--- src/rtl/ioport_pkg.sv ---
package ioport_pkg;

    localparam int PORT_AW = 16;
    localparam int DATA_W  = 16;
    localparam int LANES   = DATA_W / 8;

    typedef enum logic {
        ST_IDLE = 1'b0,
        ST_BUS  = 1'b1
    } xfer_st_e;

    typedef struct packed {
        xfer_st_e             st;
        logic [PORT_AW-1:0]   addr;
        logic [LANES-1:0]     be;
        logic                 wr;
        logic [DATA_W-1:0]    wdata;
        logic [7:0]           hi_byte;
        logic                 split_pend;
        logic                 phase2;
        logic [DATA_W-1:0]    res;
        logic                 done;
        logic                 rsv;
    } xfer_state_t;

endpackage

--- src/rtl/ioport_addr_sel.sv ---
module ioport_addr_sel #(
    parameter int AW   = 16,
    parameter int IMMW = 8
) (
    input  logic          indirect,
    input  logic [IMMW-1:0] imm,
    input  logic [AW-1:0] rg,
    output logic [AW-1:0] addr
);
    localparam int PADW = AW - IMMW;

    assign addr = indirect ? rg : {{PADW{1'b0}}, imm};
endmodule

--- src/rtl/ioport_lane_plan.sv ---
module ioport_lane_plan #(
    parameter int          AW     = 16,
    parameter logic [15:0] RSV_LO = 16'h00F8,
    parameter logic [15:0] RSV_HI = 16'h00FF
) (
    input  logic [AW-1:0] addr,
    input  logic          word,
    output logic [1:0]    be_first,
    output logic          split,
    output logic          rsv_hit
);
    localparam int TOUCH = 2;

    logic          odd;
    logic [TOUCH-1:0] hit;

    assign odd = addr[0];

    always_comb begin
        if (word && !odd) be_first = 2'b11;
        else if (odd)     be_first = 2'b10;
        else              be_first = 2'b01;
    end

    assign split = word && odd;

    for (genvar g = 0; g < TOUCH; g++) begin : g_touch
        logic [AW-1:0] b_addr;
        assign b_addr = addr + AW'(g);
        assign hit[g] = ((g == 0) || word) &&
                        (b_addr >= AW'(RSV_LO)) && (b_addr <= AW'(RSV_HI));
    end

    assign rsv_hit = |hit;
endmodule

--- src/rtl/ioport_xfer_unit.sv ---
module ioport_xfer_unit
    import ioport_pkg::*;
#(
    parameter int          AW     = PORT_AW,
    parameter int          DW     = DATA_W,
    parameter int          IMMW   = 8,
    parameter logic [15:0] RSV_LO = 16'h00F8,
    parameter logic [15:0] RSV_HI = 16'h00FF
) (
    input  logic          clk,
    input  logic          rst_n,
    input  logic          req_valid,
    input  logic          req_indirect,
    input  logic [IMMW-1:0] req_imm,
    input  logic [AW-1:0] req_reg,
    input  logic          req_word,
    input  logic          req_write,
    input  logic [DW-1:0] req_wdata,
    output logic          busy,
    output logic          done,
    output logic [DW-1:0] rd_data,
    output logic          rsv_flag,
    output logic [AW-1:0] pb_addr,
    output logic [1:0]    pb_be,
    output logic          pb_rd,
    output logic          pb_wr,
    output logic [DW-1:0] pb_wdata,
    input  logic          pb_ready,
    input  logic [DW-1:0] pb_rdata
);
    localparam int LW = DW / 2;

    xfer_state_t q, d;

    logic [AW-1:0] sel_addr;
    logic [1:0]    be_first;
    logic          split;
    logic          rsv_hit;
    logic [LW-1:0] lane;

    ioport_addr_sel #(.AW(AW), .IMMW(IMMW)) u_addr (
        .indirect (req_indirect),
        .imm      (req_imm),
        .rg       (req_reg),
        .addr     (sel_addr)
    );

    ioport_lane_plan #(.AW(AW), .RSV_LO(RSV_LO), .RSV_HI(RSV_HI)) u_plan (
        .addr     (sel_addr),
        .word     (req_word),
        .be_first (be_first),
        .split    (split),
        .rsv_hit  (rsv_hit)
    );

    // lane that carries the enabled byte of a single-lane cycle
    assign lane = q.be[1] ? pb_rdata[DW-1:LW] : pb_rdata[LW-1:0];

    always_comb begin
        d      = q;
        d.done = 1'b0;
        case (q.st)
            ST_IDLE: begin
                if (req_valid) begin
                    d.st         = ST_BUS;
                    d.addr       = sel_addr;
                    d.be         = be_first;
                    d.wr         = req_write;
                    d.wdata      = (be_first == 2'b11) ? req_wdata
                                                       : {2{req_wdata[LW-1:0]}};
                    d.hi_byte    = req_wdata[DW-1:LW];
                    d.split_pend = split;
                    d.phase2     = 1'b0;
                    d.rsv        = rsv_hit;
                end
            end
            default: begin
                if (pb_ready) begin
                    if (!q.wr) begin
                        if (q.be == 2'b11) d.res = pb_rdata;
                        else if (q.phase2) d.res[DW-1:LW] = lane;
                        else               d.res = {{LW{1'b0}}, lane};
                    end
                    if (q.split_pend) begin
                        d.addr       = q.addr + AW'(1);
                        d.be         = 2'b01;
                        d.wdata      = {2{q.hi_byte}};
                        d.split_pend = 1'b0;
                        d.phase2     = 1'b1;
                    end else begin
                        d.st   = ST_IDLE;
                        d.done = 1'b1;
                    end
                end
            end
        endcase
    end

    always_ff @(posedge clk) begin
        if (!rst_n) q <= '0;
        else        q <= d;
    end

    assign busy     = (q.st == ST_BUS);
    assign done     = q.done;
    assign rd_data  = q.res;
    assign rsv_flag = q.rsv;
    assign pb_addr  = q.addr;
    assign pb_be    = busy ? q.be : 2'b00;
    assign pb_rd    = busy && !q.wr;
    assign pb_wr    = busy && q.wr;
    assign pb_wdata = q.wdata;
endmodule

--- config.mk ---
export PLATFORM = sky130hd
export DESIGN_NAME = ioport_xfer_unit
export DESIGN_NICKNAME = d
export VERILOG_FILES = /design/src/rtl/ioport_pkg.sv /design/src/rtl/ioport_addr_sel.sv /design/src/rtl/ioport_lane_plan.sv /design/src/rtl/ioport_xfer_unit.sv
export SDC_FILE = /design/constraint.sdc
export NUM_CORES = 1
export LEC_CHECK = 0
export BUFFER_PORTS_ARGS = -buffer_cell sky130_fd_sc_hd__buf_2
export CORE_MARGIN = 1
export CORE_UTILIZATION = 28
export CTS_CLUSTER_DIAMETER = 60
export DETAILED_ROUTE_END_ITERATION = 10
export SLEW_MARGIN = 20
export SYNTH_ARGS = -nofsm -noshare
export SYNTH_HDL_FRONTEND = slang
export SYNTH_SLANG_ARGS = --single-unit
--- constraint.sdc ---
create_clock -name clk -period 1.53 [get_ports clk]
set_input_delay 0.0765 -clock clk [delete_from_list [all_inputs] [get_ports clk]]
set_output_delay 0.0765 -clock clk [all_outputs]
set_load 0.005 [all_outputs]
==> flow_summary_export.csv <==
group,metric,value,unit
outcome,status,"finished clean",
cells_and_area,nFillCells,1329,
setup_path,cp-startpoint,"busy$_SDFF_PN0_",
setup_path,worstPathCellList,"and2b_4 -> nor2_4 -> or4_1 -> a31oi_1",
cells_and_area,regArea,0.00128,mm2
sta,fin_crit_sh,95.0,%
power_and_ir_drop,pwr-share-seq,38.9,%
synth,synth_most_common_cell,"dfxtp_1",
setup_path,crit_buf_inv,0,
clocking,cts_max_level,3,
detailed_routing,num_vias,3630,
clocking,clkTransAtPathRegs,0.06,ns
sta,hold_viol_final,0,
setup_path,crit_path_max_incr_delay,0.46,ns
global_routing,grt_pass1_wl,16900,um
die,rows,41,
power_and_ir_drop,p_leak,0.00204,uW
sta,drv_slew,0,
worst_hold_path,hold_start,"pb_ready",
setup_path,crit_required,1.79,ns
sta,grt_setup_unrepaired,"no",
setup_path,cpLargestDelayFamily,"simple AND/OR/NAND/NOR gates",
cells_and_area,fin_util,37.5,%
die,coreArea,0.0127,mm2
placed_design,dpl.hpwl,8240,um
clocking,clkLatencyLatePin,0.33,ns
sta,fmax,0.688,GHz
power_and_ir_drop,switchingPower,1210,uW
synth,yosysWarnings,0,
cells_and_area,drive_gt1_share,36.7,%
synth,synth_seq_area_share,35.0,%
clocking,cts.sinks,64,
synth,synthFlopType,"dfxtp_1",
placed_design,place.gp.congestion,0.813,
die,die_h,116,um
setup_path,critPathSlowestCell,"or4_1",
cells_and_area,multi_input_comb_area,0.00187,mm2
power_and_ir_drop,internal_power,3550,uW
power_and_ir_drop,vdd_drop_max,0.574,mV
detailed_routing,wl_per_cell,15.1,um
run,cap_violations,0,
clocking,cts_buffers,9,
synth,synth-edff-count,0,
power_and_ir_drop,clock_power_share,44.4,%
sta,fin_crit,1.45,ns
clocking,cts-root-buf,"clkbuf_16",
cells_and_area,final_nets,618,
global_routing,grt_usage,16.7,%
synth,netlist.area_leader.share,35.0,%
setup_path,crit_type,"flip-flop to flip-flop",
synth,yosys_register_bits,64,
placed_design,io_buffers,117,
synth,syn_inst,450,
die,die-area,0.0135,mm2
detailed_routing,antenna_left,0,
cells_and_area,area_growth,29.6,%
power_and_ir_drop,power.density,1000,mW/mm2
setup_path,crit_path_end_kind,"flip-flop",
detailed_routing,drcViolationCount,0,
sta,skew,0.00845,ns
cells_and_area,antenna_cells,0,
global_routing,antenna_found_initial,0,
power_and_ir_drop,p_comb_share,16.7,%
synth,avgSynthCellArea,8.14,um2
detailed_routing,totalWireLength,11000,um
setup_path,reg2reg_from,"busy$_SDFF_PN0_",
clocking,cts_setup_buffers,0,
die,chipWidth,116,um
clocking,clockBufferDepth,2,
global_routing,grt_overflow,0,
synth,synthArstFlopShare,0,%
detailed_routing,dr.pass1.iters,4,
die,initial_utilization,28.9,%
synth,synth_area_leaders,"dfxtp_1 (35%), buf_4 (10%), o21ai_0 (5.5%)",
die,ios,118,
synth,synth_cell_type_count,46,
sta,relSlewSlack,78.2,%
detailed_routing,vias_per_cell,4.97,
power_and_ir_drop,swShare,25.5,%
setup_path,arrival,1.71,ns
setup_path,start_kind,"flip-flop",
sta,finalSetupViolations,0,
global_routing,grt_pass1_vias,3446,
synth,synth_area,0.00366,mm2
setup_path,crit_fanout,10,
global_routing,grt_max_degree,23,
sta,final.setup.tns,0,ns
synth,synthesis.nets,514,
synth,synth_commonest_cells,"dfxtp_1 (64), buf_4 (51), o21ai_0 (40)",
detailed_routing,detail_route.iter0.violations,249,
worst_hold_path,hold_path_class,"primary input to flip-flop",
synth,yosysTopAreaCell,"dfxtp_1",
clocking,cts_tree,"built",
sta,tightestPinTransition,0.318,ns
-- layer usage --
metal	part of all wire (%)	vias up	GRT usage, %
met3	6.6	19	4.31
met4	2.4	0	7.09
met5	0	-	0
met2	47	128	28.2
li1	-	1788	-
met1	44	1695	19.9
-- area by class of cell --
cell class	count	share of cell area, %
clock inverter	2	0.791
clock buffer	13	5.69
inverter	4	0.316
tap	172	4.53
timing repair buffer	174	22.2
multi-input combinational	301	39.4
sequential	64	27.1
-- stage by stage --
stage,hold slack [ns],setup WS (ns),instances,instance area (um2),total power (uW)
2_1_floorplan,0.188,0.000990,450,3670,2380
3_3_place_gp,0.321,0.0760,704,4310,2630
3_5_place_dp,0.326,0.00918,704,4310,2650
4_1_cts,0.00145,0.0172,730,4720,4830
5_1_grt,0.0214,0.00336,730,4750,4980
6_report,0.0152,0.0766,730,4750,4760
-- logic make-up (layout without fill, tap and decap cells) --
| group | after synthesis | after routing | synth area share [%] |
|---|---|---|---|
| simple gates | 129 | 129 | 17.3 |
| buf+inv | 85 | 193 | 14.6 |
| xor+xnor | 1 | 1 | 0.239 |
| flops | 64 | 64 | 35.0 |
| fa+ha+maj | 1 | 1 | 0.342 |
| compound gates | 143 | 143 | 24.7 |
| mux | 27 | 27 | 7.82 |
-- state kept, by name, indices dropped and copies added, names as in the netlist --
name      cells
done          1
busy          1
pb_wdata     16
rd_data      16
pb_addr      16
q            13
rsv_flag      1
-- power by group through the flow --
stage	sequential (uW)	clock, uW	combinational [uW]
floorplan	1870	0	508
global placement	1880	0	757
detailed placement	1880	0	769
CTS	1850	2180	794
global route	1860	2240	877
finish	1850	2110	794
-- placed cells by master (no fill, tap or decap), drive strengths merged, types with 2 or more instances in the layout --
cell / n
or4: 2
a211oi: 18
o31ai: 2
or3: 2
nor4: 2
and4: 2
o32a: 3
buf: 163
o21ai: 40
o21a: 2
a31oi: 14
mux2i: 14
nor2: 30
nand2: 38
a21oi: 31
nand3: 18
inv: 4
nor2b: 3
a21boi: 8
nand4: 6
clkbuf: 13
o211ai: 2
o2111ai: 2
mux2: 13
and2: 9
dlygate4sd3: 11
a22oi: 15
dfxtp: 64
and3: 14
o22ai: 2
-- timing repair --
action / 4_1_cts / 5_1_grt
hold buffers: 11 / 0
setup endpoints to repair: 0 / 31
hold endpoints to repair: 11 / 0
resized for setup: 0 / 8
-- worst paths after layout --
check	end	slack, ns	cells past startpoint
worst max-delay path	pb_addr[6]$_SDFFE_PN0P_	0.08	4
worst min-delay path	busy$_SDFF_PN0_	0.02	2
worst max register to register	pb_addr[6]$_SDFFE_PN0P_	0.08	4
worst min register to register	q[21]$_SDFFE_PN0P_	0.46	2
Note: power is estimated with default switching activity, not from simulation.
